===== config.mk =====
export PLATFORM = sky130hd
export DESIGN_NAME = mem_bus_if
export DESIGN_NICKNAME = d
export VERILOG_FILES = /design/src/rtl/membus_pkg.sv /design/src/rtl/membus_decode.sv /design/src/rtl/membus_rom.sv /design/src/rtl/membus_pads.sv /design/src/rtl/membus_dac.sv /design/src/rtl/mem_bus_if.sv
export SDC_FILE = /design/constraint.sdc
export NUM_CORES = 1
export LEC_CHECK = 0
export BUFFER_PORTS_ARGS = -buffer_cell sky130_fd_sc_hd__buf_2
export CAP_MARGIN = 5
export CORE_MARGIN = 2
export CORE_UTILIZATION = 43
export DETAILED_ROUTE_END_ITERATION = 8
export GPL_TIMING_DRIVEN = 0
export PLACE_DENSITY = 0.86
export SLEW_MARGIN = 20
export SYNTH_ARGS = -nofsm -noshare
export SYNTH_HDL_FRONTEND = slang
export SYNTH_SLANG_ARGS = --single-unit

===== constraint.sdc =====
create_clock -name clk -period 1.84 [get_ports clk]
set_clock_uncertainty 0.15 [all_clocks]
set_input_delay 0.092 -clock clk [delete_from_list [all_inputs] [get_ports clk]]
set_output_delay 0.092 -clock clk [all_outputs]
set_load 0.05 [all_outputs]

===== src/rtl/membus_pkg.sv =====
package membus_pkg;

  typedef enum logic [1:0] {
    PH_FETCH  = 2'd0,
    PH_DECODE = 2'd1,
    PH_EXEC   = 2'd2,
    PH_WBACK  = 2'd3
  } bus_phase_e;

  typedef enum logic [1:0] {
    TGT_EXT = 2'd0,
    TGT_ROM = 2'd1,
    TGT_DAC = 2'd2
  } bus_target_e;

  // Test ROM content, computed rather than tabulated.
  function automatic logic [7:0] rom_byte(input logic [7:0] idx);
    logic [7:0] mixed;
    mixed = (idx * 8'd29) + 8'h3C;
    return mixed ^ {idx[3:0], idx[7:4]};
  endfunction

endpackage


===== src/rtl/membus_decode.sv =====
module membus_decode
  import membus_pkg::*;
#(
  parameter int          ADDR_W   = 16,
  parameter logic [15:0] DAC_ADDR = 16'hFF00
) (
  input  logic [ADDR_W-1:0] addr,
  input  logic              wr,
  input  logic [1:0]        phase,
  output bus_target_e       target,
  output logic              drive_data,
  output logic              ext_we,
  output logic              dac_load
);
  bus_phase_e ph;
  logic       wb_store;

  always_comb begin
    ph         = bus_phase_e'(phase);
    drive_data = wr && (ph == PH_EXEC || ph == PH_WBACK);
    wb_store   = wr && (ph == PH_WBACK);
    if (!addr[ADDR_W-1])
      target = TGT_EXT;
    else if (addr == DAC_ADDR[ADDR_W-1:0])
      target = TGT_DAC;
    else
      target = TGT_ROM;
    ext_we   = wb_store && (target == TGT_EXT);
    dac_load = wb_store && (target == TGT_DAC);
  end
endmodule


===== src/rtl/membus_rom.sv =====
module membus_rom
  import membus_pkg::*;
#(
  parameter int IDX_W  = 8,
  parameter int DATA_W = 8
) (
  input  logic [IDX_W-1:0]  idx,
  output logic [DATA_W-1:0] q
);
  localparam int DEPTH = 1 << IDX_W;

  logic [DATA_W-1:0] contents [DEPTH];

  for (genvar g = 0; g < DEPTH; g++) begin : g_cell
    assign contents[g] = DATA_W'(rom_byte(8'(g)));
  end

  assign q = contents[idx];
endmodule


===== src/rtl/membus_pads.sv =====
module membus_pads #(
  parameter int          DATA_W   = 8,
  parameter int          HI_W     = 7,
  parameter logic [15:0] RESET_PC = 16'h4000
) (
  input  logic              rst_n,
  input  logic [DATA_W-1:0] addr_lo,
  input  logic [HI_W-1:0]   addr_hi,
  input  logic [DATA_W-1:0] wdata,
  input  logic              drive_data,
  input  logic              ext_we,
  output logic [DATA_W-1:0] shared_o,
  output logic [DATA_W-1:0] shared_oe,
  output logic [HI_W:0]     hi_o
);
  localparam logic [DATA_W-1:0] RST_LO = RESET_PC[DATA_W-1:0];
  localparam logic [HI_W-1:0]   RST_HI = RESET_PC[DATA_W +: HI_W];

  assign shared_oe = '1;

  always_comb begin
    if (!rst_n) begin
      shared_o = RST_LO;
      hi_o     = {1'b1, RST_HI};
    end else begin
      shared_o = drive_data ? wdata : addr_lo;
      hi_o     = {~ext_we, addr_hi};
    end
  end
endmodule


===== src/rtl/membus_dac.sv =====
module membus_dac #(
  parameter int DATA_W = 8
) (
  input  logic              clk,
  input  logic              rst_n,
  input  logic              load,
  input  logic [DATA_W-1:0] din,
  output logic [DATA_W-1:0] level
);
  always_ff @(posedge clk or negedge rst_n) begin
    if (!rst_n)
      level <= '0;
    else if (load)
      level <= din;
  end
endmodule


===== src/rtl/mem_bus_if.sv =====
module mem_bus_if
  import membus_pkg::*;
#(
  parameter int          ADDR_W   = 16,
  parameter int          DATA_W   = 8,
  parameter int          ROM_IDX  = 8,
  parameter logic [15:0] DAC_ADDR = 16'hFF00,
  parameter logic [15:0] RESET_PC = 16'h4000
) (
  input  logic              clk,
  input  logic              rst_n,
  input  logic [ADDR_W-1:0] cpu_addr,
  input  logic [DATA_W-1:0] cpu_wdata,
  input  logic              cpu_wr,
  input  logic [1:0]        cpu_phase,
  output logic [DATA_W-1:0] cpu_rdata,
  input  logic [DATA_W-1:0] pad_din,
  output logic [DATA_W-1:0] pad_shared_o,
  output logic [DATA_W-1:0] pad_shared_oe,
  output logic [DATA_W-1:0] pad_hi_o,
  output logic [DATA_W-1:0] dac_level
);
  localparam int HI_W = ADDR_W - 1 - DATA_W;

  bus_target_e       target;
  logic              drive_data;
  logic              ext_we;
  logic              dac_load;
  logic [DATA_W-1:0] rom_q;

  membus_decode #(.ADDR_W(ADDR_W), .DAC_ADDR(DAC_ADDR)) u_decode (
    .addr       (cpu_addr),
    .wr         (cpu_wr),
    .phase      (cpu_phase),
    .target     (target),
    .drive_data (drive_data),
    .ext_we     (ext_we),
    .dac_load   (dac_load)
  );

  membus_rom #(.IDX_W(ROM_IDX), .DATA_W(DATA_W)) u_rom (
    .idx (cpu_addr[ROM_IDX-1:0]),
    .q   (rom_q)
  );

  membus_pads #(.DATA_W(DATA_W), .HI_W(HI_W), .RESET_PC(RESET_PC)) u_pads (
    .rst_n      (rst_n),
    .addr_lo    (cpu_addr[DATA_W-1:0]),
    .addr_hi    (cpu_addr[ADDR_W-2:DATA_W]),
    .wdata      (cpu_wdata),
    .drive_data (drive_data),
    .ext_we     (ext_we),
    .shared_o   (pad_shared_o),
    .shared_oe  (pad_shared_oe),
    .hi_o       (pad_hi_o)
  );

  membus_dac #(.DATA_W(DATA_W)) u_dac (
    .clk   (clk),
    .rst_n (rst_n),
    .load  (dac_load),
    .din   (cpu_wdata),
    .level (dac_level)
  );

  // The audio register is write-only: a read of its address returns ROM data.
  assign cpu_rdata = (target == TGT_EXT) ? pad_din : rom_q;
endmodule


=== Word-level counts from Yosys, hierarchy flattened ===
Memory sizes are Yosys's and may differ from the RTL's.
Index checks and enable logic that the tools add are counted.
Widths: inputs -> output; s select.

* Latch bits: 0
* Bits in read-only memories: 2,048
* Input port bits: 37
* Bits in writable memories: 0
* Output and inout bits: 40
* Register bits: 8
* Logic and storage cells: 23
* Memories: 1

{| class="wikitable"
|+ Memories
! name !! depth !! bits a word !! read ports !! clocked after memory_dff !! wr ports !! line !! source
|-
| (name not given) || 256 || 8 || 1 || 0 || 0 || membus_rom.sv:18 || <nowiki>assign q = contents[idx];</nowiki>
|}

* Multiplexer cells: 8
* Eq/ne operators: 4
* Multipliers: 0
* Bitwise operators: 2
* Reductions and logical operators: 6
* Add/sub/neg operators: 0
* Order comparisons: 1
* Shifts and indexed selects: 0
* Divide/modulo/power cells: 0

{| class="wikitable"
|+ Operators with widths
! cell !! count
|-
| $mux 8 || 6
|-
| $eq 16x16->1 const B || 1
|-
| $ge 9x9->1 const B || 1
|-
| $not 8->9 || 1
|-
| $eq 2x2->1 const B || 3
|-
| $logic_and 1x1->1 || 4
|-
| $mux 2 || 2
|-
| $logic_not 2->1 || 1
|-
| $logic_or 1x1->1 || 1
|-
| $not 1->1 || 1
|}

=== Longest topological paths before layout ===
Gate-level depths: netlist of the first run.

* Word-level depth: 7
* Depth in mapped cells: 9
* Mapped depth without buffers: 7

=== Modules after synthesis ===
A second synthesis of the first run with hierarchy kept.

* Cells, all modules: 215
* Area total of the unflattened synthesis: 1,754.2 um2

{| class="wikitable"
|+ Modules (own cells, without submodules)
! module !! sequential area each (um2) !! instances !! area an instance (um2) !! cells each
|-
| membus_rom || 0.0 || 1 || 982.2 || 143
|-
| membus_dac || 200.2 || 1 || 331.6 || 17
|-
| membus_pads || 0.0 || 1 || 260.2 || 35
|-
| mem_bus_if || 0.0 || 1 || 101.3 || 9
|-
| membus_decode || 0.0 || 1 || 78.8 || 11
|}

=== Worst setup path after synthesis of the first run ===
Ideal clock, no wire load.

* Path type: input-to-output
* Start: input port cpu_addr[1]
* End: output port cpu_rdata[6]
* Path buffers: 2
* Slack: -1,084 ps
* Stages: 9
* Data required time: 1,598 ps
* Data arrival time: 2,682 ps
* Cell sequence: clkbuf_1 > inv_1 > ha_1 > buf_4 > mux2_2 > a21oi_1 > o221ai_1 > and4_1 > nor3_1

* Longest elaborated chain between the ends: 5
* Elaborated cells on any way between the ends: 9
* Classes of those cells: eq/ne (1); mux (5); bitwise (1); reduce/logical (1); memory (1)

{| class="wikitable"
|+ Ends and longest elaborated chain
! what !! line !! source
|-
| start: declaration || mem_bus_if.sv:12 || <nowiki>input logic [ADDR_W-1:0] cpu_addr,</nowiki>
|-
| $not 8->9 (not written as such) / $eq 16x16->1 (equally long branches) || membus_rom.sv:18, membus_decode.sv:24 ||
|-
| $mem_v2 256x8 / $mux 2 (equally long branches) || - ||
|-
| $mux 8 (not written as such) / $mux 2 (equally long branches) || membus_rom.sv:18, membus_decode.sv:22 ||
|-
| $mux 8 (not written as such) / $logic_not 2->1 (equally long branches) || membus_rom.sv:18, mem_bus_if.sv:67 ||
|-
| $mux 8 (*) || mem_bus_if.sv:67 || <nowiki>assign cpu_rdata = (target == TGT_EXT) ? pad_din : rom_q;</nowiki>
|-
| end: declaration || mem_bus_if.sv:16 || <nowiki>output logic [DATA_W-1:0] cpu_rdata,</nowiki>
|}

Mark *: on every way between the ends. The rest lies on a longest branch, timed or not. The select of a mux whose other input is x is not followed.

=== Final worst setup path of the first run ===
* Start: input port cpu_addr[1]
* End: output port cpu_rdata[4]

Same word-level chain as after synthesis.

==> metrics.md, run 1 <==
| Metric | Value |
|---|---|
| Post-route cell area | `0.00250 sq mm` |
| Final Hold Viols | `0` |
| Synth Cell Area | `0.00161 sq mm` |
| Die ar. | `0.00426 sq mm` |
| Post-route ant nets | `0` |
| Crit-path leading delay family | `multiplexers` |
| Final Critical Period | `1980 ps` |
| Share of cells above drive strength 1 | `0.480` |
| Yosys cell types | `53` |
| Die Y | `65.2 microns` |
| Slowest stage cell, crit path | `mux4_2` |
| Max cap viols | `0` |
| Combinational Power Share | `0.644` |
| Clock power share | `0.197` |
| Drt total wl | `5270 microns` |
| DR iter-0 viols | `145` |
| Actual slew at the worst max-slew pin | `675 ps` |
| Total CTS buffers | `3` |
| Vias per cell | `5.54` |
| Diodes inserted | `0` |
| Die X | `65.2 microns` |
| Initial core utilization | `0.444` |
| Most common cell after layout, fill and taps aside | `buf_2` |
| F_max | `506 MHz` |
| Number of synthesized flops with an enable pin | `0` |
| GPL Wtd Cong | `0.926` |
| Synth warn | `0` |
| Critical-path maximum fanout | `5` |
| Switch share | `0.457` |
| Clock slew at reported path FFs | `40 ps` |
| Gr ovfl total | `0` |
| Slew Limit Fails | `0` |
| Port Buffer Count | `66` |
| Final period util | `1.07` |
| P_sw | `507 uW` |
| Failing checks | `negative setup slack` |
| H-tree depth | `1` |
| Internal power | `601 uW` |
| Ys async rst share | `1.00` |
| Crit-path cells | `buf_8 -> clkbuf_16 -> inv_12 -> ha_4 -> inv_4 -> mux4_2 -> nand2_1 -> o21ai_1 -> mux2_4 -> buf_8` |
| Pre-CTS WS | `-527 ps` |
| Power Total | `1110 uW` |
| Biggest regs | `u_dac.level x8` |
| Largest net degree at the start of global routing | `11` |
| Mapped Cells | `207` |
| Sequential fraction of the synthesis area | `0.124` |
| RSZ-0062 raised after global routing | `true` |
| Met2 usage | `0.445` |
| Largest Register | `u_dac.level` |
| CP required | `1600 ps` |
| Multi-input logic area | `0.00138 sq mm` |
| Max reg flops | `8` |
| CP endpoint kind | `output pin` |
| VDD IR max | `0.000466 V` |
| Pwr Density | `442 mW/mm^2` |
| CTS max path bufs | `2` |
| Delay of the slowest critical-path stage | `440 ps` |
| Site Rows | `22` |
| Ys flop type | `dfrtp_1` |
| Sequential Area | `200 sq um` |
| WS Path Type | `input pin to output pin` |
| Status | `complete, but fails checks` |
| CTS tree | `built` |
| Final WS setup | `-137 ps` |
| Sequential Power Share | `0.160` |
| Worst hold path class | `input pin to asynchronous set/reset pin` |
| CORE AREA | `0.00363 sq mm` |
| Per-cell routed wire length | `15.0 microns` |
| Global Route Usage Sum | `0.245` |
| Final net count | `350` |
| Worst rel slew slack | `0.550` |
| Worst skew pair latency | `240 ps` |
| IO Pins | `77` |
| Initial antenna violation count | `0` |
| Busiest grt layer | `met2` |
| Most frequent cells in the layout | `61 x buf_2, 29 x nand2_1, 24 x buf_4, 12 x nor2_1, 12 x mux2_2` |
| Met3 usage | `0.0616` |
| Global-route wire length before repair | `8170 microns` |
| Fill count | `280` |
| CTS sink cnt | `8` |
| DRC Markers | `0` |
| Detailed-route via count | `1,940` |
| Dpl cell area | `0.00215 sq mm` |
| Fin Hold WS | `233 ps` |
| Vias in the first global route | `1,808` |
| Syn Area/Cell | `7.79 sq um` |
| Number of synthesized register bits | `8` |
| LEAKAGE | `0.00121 uW` |
| # setup viols final | `4` |
| CP Launch Type | `input pin` |
| CTS root buf | `clkbuf_8` |
| GR Util met1 | `0.263` |
| Worst path bufs/invs | `5` |
| Area delta synth->final | `55.3%` |
| Crit path top cell by count | `buf_8` |
| Placed cell count | `328` |
| Post-route insts no fill | `350` |
| Hpwl dp | `3560 microns` |
| CP Data Arrival Time | `1730 ps` |
| Drt pass-1 iters | `4` |
cell families (layout without fill, tap and decap cells):
logic type	Yosys count	after routing	synth area share
AND/OR/NAND/NOR	80	80	0.268
AO/OA/AOI/OAI	53	53	0.234
buffers and inverters	32	120	0.133
multiplexers	17	17	0.131
adder cells (fa/ha/maj)	9	9	0.0698
flip-flops	8	8	0.124
XOR/XNOR	7	7	0.0380
other	1	8	0.00233
cell type report:
type | count | share of cell area
Sequential cell | 8 | 0.0799
Buffer | 24 | 0.0879
Tap cell | 48 | 0.0240
Timing Repair Buffer | 86 | 0.220
Inverter | 7 | 0.0215
Clock buffer | 3 | 0.0165
Multi-Input combinational cell | 174 | 0.550
repair_timing:
action                                 4_1_cts  5_1_grt
buffers inserted                             9        2
hold buffers                                 9        0
pin swaps                                    8        2
resized for setup                           30       11
endpoints found under the hold margin       16        0
setup endpoints to repair                    5        4
worst paths after layout:
kind                                      from             end  slack, ps  cells after the start
worst min-delay path                     rst_n  u_dac.level[5]        230                      2
min in group clk                   cpu_addr[5]  u_dac.level[0]        290                      4
max in group asynchronous                rst_n  u_dac.level[3]       1050                      2
worst max-delay path               cpu_addr[1]    cpu_rdata[4]       -140                     10
worst max register to register  u_dac.level[5]  u_dac.level[5]        920                      1
worst min register to register  u_dac.level[0]  u_dac.level[0]        350                      1
stage by stage:
stage / setup TNS, ps / util
2_1_floorplan: -624 / -
6_report: -459 / 0.689
3_5_place_dp: -1990 / 0.591
3_3_place_gp: -1740 / 0.591
4_1_cts: -326 / 0.671
5_1_grt: -683 / 0.689
layer usage:
metal / share of wire / wire length [microns] / vias up
met1: 0.37 / 1940 / 889
met3: 0.084 / 444 / 26
li1: - / - / 918
met5: 0 / 0 / -
met4: 0.026 / 138 / 0
met2: 0.52 / 2750 / 107
synth_stat cells, drive strengths merged, types with 3 or more instances:
master  number  area (sq um)
nor2        12          45.0
mux2        13           146
dfrtp        8           200
nand4        4          31.3
nand2b       5          31.3
a21boi       9          67.6
inv          7          26.3
o221ai       3          26.3
and2        10          65.1
a21oi        6          30.0
a31oi        6          37.5
nor3         3          26.3
o211ai       4          30.0
clkbuf       7          46.3
nor2b        6          37.5
xnor2        7          61.3
o21ai        9          45.0
a211oi       4          30.0
ha           9           113
nand2       30           120
buf         18           143
power groups by stage:
stage,Combinational (uW),Clock (uW),Sequential (uW)
after floorplan,471,0,179
after global routing,756,230,177
after global placement,604,0,179
after detailed placement,612,0,179
after CTS,679,225,177
final,713,218,177
Power figures use the tool's default switching activity.
==> run 2, diff against run 1 <==
--- a/config.mk
+++ b/config.mk
@@ -10,7 +10,6 @@
 export CORE_MARGIN = 2
 export CORE_UTILIZATION = 43
 export DETAILED_ROUTE_END_ITERATION = 8
-export GPL_TIMING_DRIVEN = 0
 export PLACE_DENSITY = 0.86
 export SLEW_MARGIN = 20
 export SYNTH_ARGS = -nofsm -noshare
==> metrics.md, run 2 (synthesized netlist as in run 1, its figures left out) <==
| Metric | Value |
|---|---|
| GPL Wtd Cong | `0.966` |
| Total CTS buffers | `3` |
| DR iter-0 viols | `101` |
| Per-cell routed wire length | `15.7 microns` |
| Worst hold path class | `input pin to asynchronous set/reset pin` |
| Max cap viols | `0` |
| WS Path Type | `input pin to output pin` |
| Largest Register | `u_dac.level` |
| Die ar. | `0.00426 sq mm` |
| Status | `complete, but fails checks` |
| Most common cell after layout, fill and taps aside | `buf_2` |
| Crit-path cells | `buf_8 -> inv_6 -> ha_4 -> mux2_4 -> a21oi_4 -> o221ai_2 -> and4_4 -> nor3_4 -> buf_6` |
| Clock slew at reported path FFs | `50 ps` |
| Die Y | `65.2 microns` |
| Final Critical Period | `1850 ps` |
| Site Rows | `22` |
| CORE AREA | `0.00363 sq mm` |
| Global-route wire length before repair | `8540 microns` |
| CP Launch Type | `input pin` |
| CP endpoint kind | `output pin` |
| Drt total wl | `5510 microns` |
| Worst path bufs/invs | `3` |
| LEAKAGE | `0.00123 uW` |
| IO Pins | `77` |
| Vias in the first global route | `1,846` |
| Initial core utilization | `0.444` |
| Final Hold Viols | `0` |
| Slew Limit Fails | `0` |
| CP required | `1600 ps` |
| Port Buffer Count | `68` |
| F_max | `540 MHz` |
| Area delta synth->final | `58.4%` |
| Gr ovfl total | `0` |
| Final net count | `351` |
| Final period util | `1.01` |
| Crit-path leading delay family | `simple AND/OR/NAND/NOR gates` |
| Dpl cell area | `0.00218 sq mm` |
| VDD IR max | `0.000663 V` |
| Worst skew pair latency | `240 ps` |
| Failing checks | `negative setup slack` |
| RSZ-0062 raised after global routing | `true` |
| CTS sink cnt | `8` |
| CP Data Arrival Time | `1610 ps` |
| Drt pass-1 iters | `4` |
| Fin Hold WS | `200 ps` |
| Critical-path maximum fanout | `6` |
| Die X | `65.2 microns` |
| Most frequent cells in the layout | `59 x buf_2, 32 x buf_4, 28 x nand2_1, 11 x nor2_1, 11 x mux2_2` |
| DRC Markers | `0` |
| CTS max path bufs | `2` |
| Hpwl dp | `3760 microns` |
| Max reg flops | `8` |
| Slowest stage cell, crit path | `mux2_4` |
| Global Route Usage Sum | `0.255` |
| Diodes inserted | `0` |
| H-tree depth | `1` |
| # setup viols final | `1` |
| Vias per cell | `5.46` |
| Largest net degree at the start of global routing | `25` |
| Share of cells above drive strength 1 | `0.525` |
| Biggest regs | `u_dac.level x8` |
| Final WS setup | `-12.2 ps` |
| Detailed-route via count | `1,918` |
| Delay of the slowest critical-path stage | `290 ps` |
| Initial antenna violation count | `0` |
| CTS tree | `built` |
| Pwr Density | `441 mW/mm^2` |
| Post-route cell area | `0.00255 sq mm` |
| Post-route ant nets | `0` |
| CTS root buf | `clkbuf_8` |
| Final Util | `0.703` |
run 2: cell count changes in the layout (fill, tap and decap cells not counted), sizes merged:
cell,previous run,this run
buf,94,101
clkbuf,10,4
run 2: layout make-up:
cell class              count  area, sq um
flip-flops and latches      8          200
fillers                   284         1080
clock buffers               3         41.3
multi-input cells         174         1450
repair buffers            111          762
inverters                   7         46.3
well taps                  48         60.1
run 2: worst paths after layout:
check,cells past startpoint,slack [ps],start,end
min reg2reg,1,360,u_dac.level[4],u_dac.level[4]
max in group asynchronous,2,1140,rst_n,u_dac.level[3]
max reg2reg,1,890,u_dac.level[6],u_dac.level[6]
min,2,200,rst_n,u_dac.level[4]
min in group clk,5,350,cpu_phase[0],u_dac.level[4]
max,9,-10,cpu_addr[0],cpu_rdata[6]
run 2: metal layers:
metal | global-route usage | routed length (microns) | vias to the layer above
met5 | 0 | 0 | -
met4 | 0.0807 | 145 | 0
met3 | 0.0445 | 366 | 14
met2 | 0.467 | 2850 | 81
met1 | 0.300 | 2150 | 902
li1 | - | - | 921
run 2: power by group:
part,leakage (uW),switching (uW),internal (uW)
clock,0.0000216,75.4,142
sequential,0.000112,0.00914,177
combinational,0.00110,443,291
run 2: timing repair:
| item | 4_1_cts | 5_1_grt |
|---|---|---|
| hold buffers | 9 | 0 |
| pin swaps | 8 | 9 |
| endpoints found under the setup margin | 4 | 10 |
| gates resized for setup | 24 | 35 |
| buffers inserted | 1 | 0 |
| cloned | 0 | 0 |
| endpoints found under the hold margin | 16 | 0 |
run 2: through the flow:
stage	setup TNS, ps	setup slack (ps)	std cells	total power [uW]
floorplan	-624	-267	214	650
global placement	-451	-161	338	790
detailed placement	-604	-222	338	801
CTS	0	2.15	351	1070
global route	-200	-55.8	351	1190
finish	-12.2	-12.2	351	1130
